<file path="src/rtl/slot_arb_pkg.sv">
`timescale 1ns/1ps
package slot_arb_pkg;

    localparam int SLOT_W = 8;
    localparam int LINE_W = 9;
    localparam int N_AUD  = 4;
    localparam int N_SPR  = 8;

    // grant vector layout
    localparam int GB_BPL = 0;
    localparam int GB_REF = 1;
    localparam int GB_DSK = 2;
    localparam int GB_AUD = 3;
    localparam int GB_SPR = GB_AUD + N_AUD;
    localparam int GB_COP = GB_SPR + N_SPR;
    localparam int GB_CPU = GB_COP + 1;
    localparam int N_GNT  = GB_CPU + 1;

    // odd-slot region boundaries (exclusive upper bounds)
    localparam logic [SLOT_W-1:0] REF_END = SLOT_W'(8'h08);
    localparam logic [SLOT_W-1:0] DSK_END = SLOT_W'(8'h0E);
    localparam logic [SLOT_W-1:0] AUD_LO  = SLOT_W'(8'h0E);
    localparam logic [SLOT_W-1:0] AUD_END = SLOT_W'(8'h16);
    localparam logic [SLOT_W-1:0] SPR_LO  = SLOT_W'(8'h16);
    localparam logic [SLOT_W-1:0] SPR_END = SLOT_W'(8'h36);

    localparam int HIRES_TAIL = 12;
    localparam int LORES_TAIL = 8;

    typedef enum logic [2:0] {
        RG_NONE,
        RG_REFRESH,
        RG_DISK,
        RG_AUDIO,
        RG_SPRITE
    } odd_region_e;

    typedef struct packed {
        logic             bpl;
        logic             disk;
        logic [N_AUD-1:0] aud;
        logic             spr;
        logic             cop;
    } dma_en_t;

    typedef struct packed {
        logic             bpl;
        logic             disk;
        logic [N_AUD-1:0] aud;
        logic [N_SPR-1:0] spr;
        logic             cop;
    } dma_req_t;

    function automatic odd_region_e region_of(input logic [SLOT_W-1:0] h);
        if (h < REF_END)      return RG_REFRESH;
        else if (h < DSK_END) return RG_DISK;
        else if (h < AUD_END) return RG_AUDIO;
        else if (h < SPR_END) return RG_SPRITE;
        else                  return RG_NONE;
    endfunction

    function automatic logic [SLOT_W-1:0] fetch_stop(input logic [SLOT_W-1:0] fend,
                                                     input logic hires);
        return fend + (hires ? SLOT_W'(HIRES_TAIL) : SLOT_W'(LORES_TAIL));
    endfunction

endpackage

</file>
<file path="src/rtl/raster_counter.sv">
`timescale 1ns/1ps
module raster_counter
    import slot_arb_pkg::*;
(
    input  logic              clk,
    input  logic              rst,
    input  logic [SLOT_W-1:0] line_last_i,
    input  logic [LINE_W-1:0] frame_last_i,
    output logic [SLOT_W-1:0] hpos_o,
    output logic [LINE_W-1:0] vpos_o
);
    logic [SLOT_W-1:0] hpos_q;
    logic [LINE_W-1:0] vpos_q;
    logic              eol;

    assign eol = (hpos_q == line_last_i);

    always_ff @(posedge clk) begin
        if (rst) begin
            hpos_q <= '0;
            vpos_q <= '0;
        end else if (eol) begin
            hpos_q <= '0;
            vpos_q <= (vpos_q == frame_last_i) ? '0 : vpos_q + 1'b1;
        end else begin
            hpos_q <= hpos_q + 1'b1;
        end
    end

    assign hpos_o = hpos_q;
    assign vpos_o = vpos_q;


    line_wrap_chk: assert property (@(posedge clk) disable iff (rst)
        (hpos_q == line_last_i) |=> (hpos_q == '0));


    slot_step_chk: assert property (@(posedge clk) disable iff (rst)
        (hpos_q != line_last_i) |=> (hpos_q != '0));

endmodule

</file>
<file path="src/rtl/fetch_window.sv">
`timescale 1ns/1ps
module fetch_window
    import slot_arb_pkg::*;
(
    input  logic              clk,
    input  logic              rst,
    input  logic [SLOT_W-1:0] hpos_i,
    input  logic [SLOT_W-1:0] start_i,
    input  logic [SLOT_W-1:0] end_i,
    input  logic              hires_i,
    output logic              open_o
);
    logic              open_q;
    logic [SLOT_W-1:0] stop_pos;

    assign stop_pos = fetch_stop(end_i, hires_i);
    assign open_o   = (open_q || (hpos_i == start_i)) && (hpos_i != stop_pos);

    always_ff @(posedge clk) begin
        if (rst) open_q <= 1'b0;
        else     open_q <= open_o;
    end


    win_hold_chk: assert property (@(posedge clk) disable iff (rst)
        (open_q && hpos_i != stop_pos) |-> open_o);


    win_stop_chk: assert property (@(posedge clk) disable iff (rst)
        (hpos_i == stop_pos) |=> !open_q);

endmodule

</file>
<file path="src/rtl/slot_decoder.sv">
`timescale 1ns/1ps
module slot_decoder
    import slot_arb_pkg::*;
(
    input  logic              clk,
    input  logic              rst,
    input  logic [SLOT_W-1:0] hpos_i,
    input  logic [LINE_W-1:0] vpos_i,
    input  logic [LINE_W-1:0] vblank_i,
    input  dma_en_t           en_i,
    input  dma_req_t          req_i,
    input  logic              bpl_ok_i,
    output logic [N_GNT-1:0]  grant_o,
    output logic              spr_word_o,
    output logic [15:0]       cop_pos_o
);
    localparam int AW = $clog2(N_AUD);
    localparam int SW = $clog2(N_SPR);

    logic              odd;
    odd_region_e       rg;
    logic [SLOT_W-1:0] aoff, soff;
    logic [AW-1:0]     aidx;
    logic [SW-1:0]     sidx;
    logic              spr_line_ok;
    logic              ref_hit, dsk_hit, cop_hit;
    logic [N_AUD-1:0]  aud_hit;
    logic [N_SPR-1:0]  spr_hit;
    logic [N_GNT-1:0]  g;

    assign odd         = hpos_i[0];
    assign rg          = region_of(hpos_i);
    assign aoff        = hpos_i - AUD_LO;
    assign soff        = hpos_i - SPR_LO;
    assign aidx        = aoff[AW:1];
    assign sidx        = soff[SW+1:2];
    assign spr_line_ok = (vpos_i >= vblank_i);

    assign ref_hit = odd && (rg == RG_REFRESH);
    assign dsk_hit = odd && (rg == RG_DISK) && en_i.disk && req_i.disk;
    assign cop_hit = !odd && en_i.cop && req_i.cop;

    for (genvar a = 0; a < N_AUD; a++) begin : g_aud
        assign aud_hit[a] = odd && (rg == RG_AUDIO) && (aidx == AW'(a))
                            && en_i.aud[a] && req_i.aud[a];
    end

    for (genvar s = 0; s < N_SPR; s++) begin : g_spr
        assign spr_hit[s] = odd && (rg == RG_SPRITE) && (sidx == SW'(s))
                            && en_i.spr && spr_line_ok && req_i.spr[s];
    end

    always_comb begin
        g = '0;
        if (bpl_ok_i) begin
            g[GB_BPL] = 1'b1;
        end else begin
            g[GB_REF]            = ref_hit;
            g[GB_DSK]            = dsk_hit;
            g[GB_AUD +: N_AUD]   = aud_hit;
            g[GB_SPR +: N_SPR]   = spr_hit;
            g[GB_COP]            = cop_hit;
        end
        g[GB_CPU] = ~|g;
    end

    assign grant_o    = g;
    assign spr_word_o = ~hpos_i[1];
    assign cop_pos_o  = {vpos_i[7:0], hpos_i};


    one_owner_chk: assert property (@(posedge clk) disable iff (rst)
        $countones(grant_o) == 1);


    cop_even_chk: assert property (@(posedge clk) disable iff (rst)
        grant_o[GB_COP] |-> !hpos_i[0]);


    refresh_slot_chk: assert property (@(posedge clk) disable iff (rst)
        (hpos_i[0] && hpos_i < REF_END && !bpl_ok_i) |-> grant_o[GB_REF]);


    sprite_blank_chk: assert property (@(posedge clk) disable iff (rst)
        (vpos_i < vblank_i) |-> (grant_o[GB_SPR +: N_SPR] == '0));

endmodule

</file>
<file path="src/rtl/cpu_stall.sv">
`timescale 1ns/1ps
module cpu_stall #(
    parameter int          ADDR_W     = 24,
    parameter int          STALL_W    = 8,
    parameter logic [31:0] CHIP_LIMIT = 32'h0020_0000
) (
    input  logic               clk,
    input  logic               rst,
    input  logic               req_i,
    input  logic [ADDR_W-1:0]  addr_i,
    input  logic               free_i,
    output logic               ack_o,
    output logic [STALL_W-1:0] stall_o
);
    localparam logic [STALL_W-1:0] STALL_MAX = '1;

    logic               ack_q;
    logic [STALL_W-1:0] cnt_q, stall_q;
    logic               chip, active, done;

    assign chip   = ({{(32-ADDR_W){1'b0}}, addr_i} < CHIP_LIMIT);
    assign active = req_i && !ack_q;
    assign done   = active && (!chip || free_i);

    always_ff @(posedge clk) begin
        if (rst) begin
            ack_q   <= 1'b0;
            cnt_q   <= '0;
            stall_q <= '0;
        end else begin
            ack_q <= done;
            if (done) begin
                stall_q <= chip ? cnt_q : '0;
                cnt_q   <= '0;
            end else if (active && cnt_q != STALL_MAX) begin
                cnt_q <= cnt_q + 1'b1;
            end
        end
    end

    assign ack_o   = ack_q;
    assign stall_o = stall_q;


    ack_pulse_chk: assert property (@(posedge clk) disable iff (rst)
        ack_q |=> !ack_q);


    fast_ack_chk: assert property (@(posedge clk) disable iff (rst)
        (active && !chip) |=> (ack_q && stall_q == '0));

endmodule

</file>
<file path="src/rtl/dma_slot_arbiter.sv">
`timescale 1ns/1ps
module dma_slot_arbiter
    import slot_arb_pkg::*;
#(
    parameter int ADDR_W  = 24,
    parameter int STALL_W = 8
) (
    input  logic               clk,
    input  logic               rst,
    input  logic [7:0]         line_last_i,
    input  logic [8:0]         frame_last_i,
    input  logic [8:0]         vblank_line_i,
    input  logic               hires_i,
    input  logic [7:0]         fetch_start_i,
    input  logic [7:0]         fetch_end_i,
    input  logic               vfetch_open_i,
    input  logic               en_bpl_i,
    input  logic               en_disk_i,
    input  logic [3:0]         en_aud_i,
    input  logic               en_spr_i,
    input  logic               en_cop_i,
    input  logic               req_bpl_i,
    input  logic               req_disk_i,
    input  logic [3:0]         req_aud_i,
    input  logic [7:0]         req_spr_i,
    input  logic               req_cop_i,
    input  logic               cpu_req_i,
    input  logic [ADDR_W-1:0]  cpu_addr_i,
    output logic [7:0]         hpos_o,
    output logic [8:0]         vpos_o,
    output logic [16:0]        grant_o,
    output logic               cpu_slot_o,
    output logic               spr_word_o,
    output logic [15:0]        cop_pos_o,
    output logic               cpu_ack_o,
    output logic [STALL_W-1:0] cpu_stall_o
);
    logic [SLOT_W-1:0] hpos;
    logic [LINE_W-1:0] vpos;
    logic              hwin;
    logic              bpl_ok;
    dma_en_t           en;
    dma_req_t          req;
    logic [N_GNT-1:0]  grant;

    assign en  = '{bpl: en_bpl_i, disk: en_disk_i, aud: en_aud_i,
                   spr: en_spr_i, cop: en_cop_i};
    assign req = '{bpl: req_bpl_i, disk: req_disk_i, aud: req_aud_i,
                   spr: req_spr_i, cop: req_cop_i};

    raster_counter u_raster (
        .clk          (clk),
        .rst          (rst),
        .line_last_i  (line_last_i),
        .frame_last_i (frame_last_i),
        .hpos_o       (hpos),
        .vpos_o       (vpos)
    );

    fetch_window u_window (
        .clk     (clk),
        .rst     (rst),
        .hpos_i  (hpos),
        .start_i (fetch_start_i),
        .end_i   (fetch_end_i),
        .hires_i (hires_i),
        .open_o  (hwin)
    );

    assign bpl_ok = en.bpl && req.bpl && vfetch_open_i && hwin;

    slot_decoder u_decode (
        .clk        (clk),
        .rst        (rst),
        .hpos_i     (hpos),
        .vpos_i     (vpos),
        .vblank_i   (vblank_line_i),
        .en_i       (en),
        .req_i      (req),
        .bpl_ok_i   (bpl_ok),
        .grant_o    (grant),
        .spr_word_o (spr_word_o),
        .cop_pos_o  (cop_pos_o)
    );

    cpu_stall #(
        .ADDR_W  (ADDR_W),
        .STALL_W (STALL_W)
    ) u_stall (
        .clk     (clk),
        .rst     (rst),
        .req_i   (cpu_req_i),
        .addr_i  (cpu_addr_i),
        .free_i  (grant[GB_CPU]),
        .ack_o   (cpu_ack_o),
        .stall_o (cpu_stall_o)
    );

    assign hpos_o     = hpos;
    assign vpos_o     = vpos;
    assign grant_o    = grant;
    assign cpu_slot_o = grant[GB_CPU];


    bpl_preempt_chk: assert property (@(posedge clk) disable iff (rst)
        (en_bpl_i && req_bpl_i && vfetch_open_i && hwin) |-> grant_o[GB_BPL]);


    cpu_free_chk: assert property (@(posedge clk) disable iff (rst)
        cpu_slot_o |-> (grant_o[GB_CPU-1:0] == '0));

endmodule

</file>
<file path="config.mk">
export PLATFORM = sky130hd
export DESIGN_NAME = dma_slot_arbiter
export DESIGN_NICKNAME = d
export VERILOG_FILES = /design/src/rtl/slot_arb_pkg.sv /design/src/rtl/raster_counter.sv /design/src/rtl/fetch_window.sv /design/src/rtl/slot_decoder.sv /design/src/rtl/cpu_stall.sv /design/src/rtl/dma_slot_arbiter.sv
export SDC_FILE = /design/constraint.sdc
export NUM_CORES = 1
export LEC_CHECK = 0
export BUFFER_PORTS_ARGS = -buffer_cell sky130_fd_sc_hd__buf_2
export CORE_MARGIN = 4
export CORE_UTILIZATION = 48
export DETAILED_ROUTE_END_ITERATION = 12
export PLACE_DENSITY = 0.92
export SKIP_CTS_REPAIR_TIMING = 1
export SLEW_MARGIN = 20
export SYNTH_ARGS = -nofsm -noshare
export SYNTH_HDL_FRONTEND = slang
export SYNTH_SLANG_ARGS = --single-unit
</file>
<file path="constraint.sdc">
create_clock -name clk -period 3.71 [get_ports clk]
set_input_delay 0 -clock clk [delete_from_list [all_inputs] [get_ports clk]]
set_output_delay 0 -clock clk [all_outputs]
set_load 0.01 [all_outputs]
</file>
[Word level (Yosys, flattened, before mapping)]
Index checks and enable logic that the tools add are counted.
Widths: inputs -> output; s select.
Storage, ports and cells
  bits in registers: 35
  bits of input ports: 94
  output and inout bits: 61
  word-level logic and storage cells: 117
Operators by class
  add/subtract/negate cells: 6
  $lt $le $gt $ge: 6
  equal/unequal tests: 19
  mux-type cells: 9
  bitwise logic cells: 1
  reduce and logical (&&, ||, !) cells: 70
Operators by type and width (number)
  $logic_and 1x1->1: 59
  $lt 24x22->1 const B: 1
  $add 8x1->8 const B: 2
  $eq 8x8->1: 2
  $lt 8x4->1 const B: 2
  $reduce_or 16->1: 1
  $eq 3x3->1 const B: 5
  $mux 15: 1
  $mux 3: 5
  $eq 3x2->1 const B: 4
  $add 9x1->9 const B: 1
  $eq 9x9->1: 1
  $ge 9x9->1: 1
  $mux 9: 1
  $add 8x8->8: 1
  $lt 8x5->1 const B: 1
  $lt 8x6->1 const B: 1
  $mux 8: 1
  $ne 8x8->1: 1
  $ne 8x8->1 const B: 1
  $eq 3x1->1 const B: 2
  $sub 5x5->5 const B: 1
  $eq 2x2->1 const B: 2
  $logic_not 1->1: 4
  other kinds (8): 10

[Longest topological paths before layout]
  depth after elaboration: 17
  gate-level depth with buffers: 12
  depth with buffers taken out: 11

[Cells and area by module]
Synthesis repeated with hierarchy kept, for this count alone.
Unflattened totals
  cells, all modules: 327
  area, all modules: 2889.0 um^2
Modules (own cells, without submodules)
  raster_counter: times used 1, cells an instance 102, area each 948.4 um^2, sequential area each 340.3 um^2
  slot_decoder: times used 1, cells an instance 116, area each 869.6 um^2, sequential area each 0.0 um^2
  cpu_stall: times used 1, cells an instance 72, area each 757.0 um^2, sequential area each 340.3 um^2
  fetch_window: times used 1, cells an instance 35, area each 297.8 um^2, sequential area each 20.0 um^2
  dma_slot_arbiter: times used 1, cells an instance 2, area each 16.3 um^2, sequential area each 0.0 um^2

[Worst setup path after synthesis]
No wires, ideal clock.
  kind: register -> register
  from: register u_raster.hpos_q[1], in the netlist u_raster.hpos_o[1]
  to: register u_stall.cnt_q[1]
  library setup time: 0.058 ns
  arrival: 2.347 ns
  data required time: 3.652 ns
  setup slack: 1.305 ns
  stages on the path, launching flop included: 12
  path buffers: 2
  path through: dfxtp_1 -> buf_2 -> inv_1 -> ha_1 -> inv_1 -> mux4_2 -> nand2_1 -> o21ai_2 -> nand3_2 -> a311oi_4 -> buf_6 -> and2b_1
On the way
  cells in the longest elaborated chain, start to end: 17
  elaborated cells between the ends (all ways): 88
Ends and longest elaborated chain
  from (decl): RTL line raster_counter.sv:12  | logic [SLOT_W-1:0] hpos_q;
  from (signal assigned): RTL line raster_counter.sv:26  | hpos_q <= hpos_q + 1'b1;
  $lt 8x6->1: RTL line slot_arb_pkg.sv:58  | else if (h < SPR_END) return RG_SPRITE;
  $mux 3: RTL line slot_arb_pkg.sv:58
  $mux 3: RTL line slot_arb_pkg.sv:57  | else if (h < AUD_END) return RG_AUDIO;
  $mux 3: RTL line slot_arb_pkg.sv:56  | else if (h < DSK_END) return RG_DISK;
  $mux 3: RTL line slot_arb_pkg.sv:55  | if (h < REF_END) return RG_REFRESH;
  $eq 3x3->1: RTL line slot_decoder.sv:49  | assign spr_hit[s] = odd && (rg == RG_SPRITE) && (sidx == SW'(s))
  $logic_and 1x1->1 (2 in a row): RTL line slot_decoder.sv:49
  $logic_and 1x1->1 (3 in a row): RTL line slot_decoder.sv:50  | && en_i.spr && spr_line_ok && req_i.spr[s];
  $mux 15: RTL line slot_decoder.sv:55  | if (bpl_ok_i) begin
  $reduce_or 16->1 *: RTL line slot_decoder.sv:64  | g[GB_CPU] = ~|g;
  $logic_not 1->1 *: RTL line slot_decoder.sv:64
  $logic_or 1x1->1 *: RTL line cpu_stall.sv:23  | assign done = active && (!chip || free_i);
  $logic_and 1x1->1 *: RTL line cpu_stall.sv:23
  $reduce_or 2->1 (no line) *
  to (signal assigned): RTL line cpu_stall.sv:36  | cnt_q <= cnt_q + 1'b1;
  to (decl): RTL line cpu_stall.sv:18  | logic [STALL_W-1:0] cnt_q, stall_q;
Every way passes the cells marked *; elsewhere a longest branch is shown, timed or not.
A chain may end at the register's enable or synchronous reset.

[Worst setup path after layout]
  from: register u_raster.hpos_q[2], in the netlist u_raster.hpos_o[2]
  to: register u_stall.ack_q, in the netlist u_stall.ack_o
On the way
  cells in the longest elaborated chain, start to end: 16
  elaborated cells between the ends (all ways): 87
Ends and longest elaborated chain
  $lt 8x6->1: RTL line slot_arb_pkg.sv:58
  $mux 3: RTL line slot_arb_pkg.sv:58
  $mux 3: RTL line slot_arb_pkg.sv:57
  $mux 3: RTL line slot_arb_pkg.sv:56
  $mux 3: RTL line slot_arb_pkg.sv:55
  $eq 3x3->1: RTL line slot_decoder.sv:49
  $logic_and 1x1->1 (2 in a row): RTL line slot_decoder.sv:49
  $logic_and 1x1->1 (3 in a row): RTL line slot_decoder.sv:50
  $mux 15: RTL line slot_decoder.sv:55
  $reduce_or 16->1 *: RTL line slot_decoder.sv:64
  $logic_not 1->1 *: RTL line slot_decoder.sv:64
  $logic_or 1x1->1 *: RTL line cpu_stall.sv:23
  $logic_and 1x1->1 *: RTL line cpu_stall.sv:23
  to (signal assigned): RTL line cpu_stall.sv:31  | ack_q <= done;
  to (decl): RTL line cpu_stall.sv:17  | logic ack_q;
Marks and branches as above.

==> qor.csv <==
metric,value,unit
outcome,finished clean,
ir_worst_vdd,174,uV
yosysTopAreaCell,dfxtp_1,
worstMarginPinSlew,0.622,ns
wire_per_inst,13.8,um
overflow,0,
cts_tree,yes,
syn_to_final_growth,24.5,%
routed_wl,7.06,mm
post-route-period-util,85.0,%
nets,552,
die_width,83.2,um
fin_util,61.4,%
r2r_setup_slack,0.56,ns
ys_ff_latch,35,
fmax,0.317,GHz
cts_buffers,5,
antennaDiodeCount,0,
drt_iter0_markers,79,
crit_required,3.88,ns
clockBufferDepth,2,
path_class,reg -> reg,
dieArea,0.00692,mm^2
syn_area_per_cell,8.27,um^2
grt_pass1_vias,2611,
leakagePower,1.65,nW
grt_max_degree,17,
critical_path.top_delay_family,compound AO/OA/AOI/OAI gates,
fin_skew,0.00970,ns
multi_input_comb_area,0.00174,mm^2
gr-usage-all-layers,20.1,%
clkSinkCount,35,
drv_slew,0,
dr.pass1.iters,4,
rr_worst_depth,9,
synth_fp_nets,441,
regArea,701,um^2
yosysMostFrequentCell,xnor2_1,
hpwl,5.75,mm
setup_ws,0.557,ns
core_area,0.00551,mm^2
num_vias,2668,
cts_root_buf,clkbuf_8,
crit_end,u_stall.ack_o,
fillers,486,
setup_viol,0,
clk_latency,0.28,ns
synth_seq_area_share,25.8,%
worstPathArrival,3.32,ns
pin_count,155,
crit_chain,ha_1 -> xor2_4 -> mux2i_1 -> o221a_1 -> o21ai_2 -> nand3_2 -> and3_1 -> o41a_1 -> dlygate4sd3_1,
rsz0062_at_grt,false,
cp.depth,9,
gp_congestion,0.816,
ys_warn_count,0,
synth_area,0.00271,mm^2
worstSetupStartpointType,flop,
initial_core_util,49.3,%
holdCritPathClass,in -> reg,
worst-path-buf-inv,1,
port_buffers,133,
netlist_instances,328,
path_max_fanout,13,
ys_async_sr_fraction,0,%
antenna_left,0,
stdcell_area,0.00338,mm^2
dpl_cell_area,0.00326,mm^2
synth_edf_count,0,
cp-end-kind,flop,
cap_violations,0,
drc,0,
power.density,257,mW/mm^2
ys_top_cells_by_area,"dfxtp_1 26%, xnor2_1 13%, ha_1 8.8%",
pre_cts_slack,0.927,ns
setup_tns,0,ns
cts.htree.levels,2,
antenna_found_initial,0,
cp_slowest_stage_delay,0.65,ns
routed_via_density,5.21,
ys.flop_type,dfxtp_1,
rows,27,
grt_pass1_wl,11.6,mm
startpoint,u_raster.hpos_o[2],
hp-start,rst,
worst_hold_slack,0.0197,ns
die_y,83.2,um
drive_gt1_share,33.9,%
synth_cell_types,46,
ys_top_cells_by_count,"40 x xnor2_1, 39 x nor2_1, 35 x dfxtp_1",
r2r_end,u_stall.ack_o,
period_needed,3.15,ns
cp_slowest_cell,dfxtp_1,
finalHoldViolations,0,
clkTransAtPathRegs,0.07,ns
timing.rr.start,u_raster.hpos_o[2],
slew_headroom,58.5,%
yosys.area.top_type_share,25.8,%
[layout make-up]
cell class	count	area share [%]
multi-input cells	245	51.4
flip-flops and latches	35	20.7
repair buffers	135	20.3
clock buffers	7	2.85
well taps	72	2.67
inverters	17	1.89
clock inverters	1	0.222
[cells by family after synthesis]
logic type	count (synthesis)	synth area share, %
XOR/XNOR	56	18.8
AO/OA/AOI/OAI	34	9.77
AND/OR/NAND/NOR	133	25.1
adder cells (fa/ha/maj)	19	8.76
buffers and inverters	48	10.2
flip-flops	35	25.8
multiplexers	3	1.57
[through the flow]
stage / power (mW) / std cells
global route: 0.912 / 512
CTS: 0.876 / 510
finish: 0.868 / 512
detailed placement: 0.570 / 502
global placement: 0.564 / 502
floorplan: 0.506 / 328
[report_power, final]
part | internal (mW) | switching (mW) | leakage (nW)
combinational | 0.0862 | 0.0836 | 1.32
sequential | 0.380 | 0.0130 | 0.283
clock | 0.169 | 0.136 | 0.0505
total | 0.635 | 0.232 | 1.65
[sequential cells by signal (all words and copies together), names as in the netlist]
name             flops
u_raster.vpos_o      9
u_raster.hpos_o      8
u_stall.cnt_q        8
u_stall.stall_o      8
u_stall.ack_o        1
u_window.open_q      1
[per-layer routing]
layer | vias to the layer above | global-route usage [%] | routed length [um]
met4 | 0 | 8.77 | 174
met1 | 1242 | 22.9 | 2920
met5 | - | 0 | 0
met3 | 16 | 4.17 | 387
met2 | 88 | 35.9 | 3570
li1 | 1322 | - | -
[worst min-delay path by stage]
stage / end / slack, ns / depth (start not counted)
CTS: u_stall.ack_o / -0.06 / 2
global route: u_window.open_q / 0.03 / 2
detailed placement: u_stall.ack_o / 0.25 / 2
finish: u_window.open_q / 0.02 / 2
global placement: u_stall.ack_o / 0.24 / 2
floorplan: u_window.open_q / 0.07 / 1
[cell usage in the layout, fill, tap and decap left out, types with 2 or more instances in the layout]
cell,instances
a21oi_1,5
a22o_1,8
a31oi_1,3
and2_1,10
and3_1,4
and4_1,3
buf_2,133
clkbuf_8,7
dfxtp_1,35
dlygate4sd3_1,2
ha_1,19
inv_1,15
inv_2,2
mux2i_1,2
nand2_1,17
nand2b_1,6
nand3_1,16
nand3b_1,2
nand4_1,14
nor2_1,39
nor2b_1,4
nor3_1,6
nor4_1,3
o21ai_0,6
o31ai_1,2
or3_1,4
xnor2_1,40
xor2_1,15
Power figures use the tool's default switching activity.
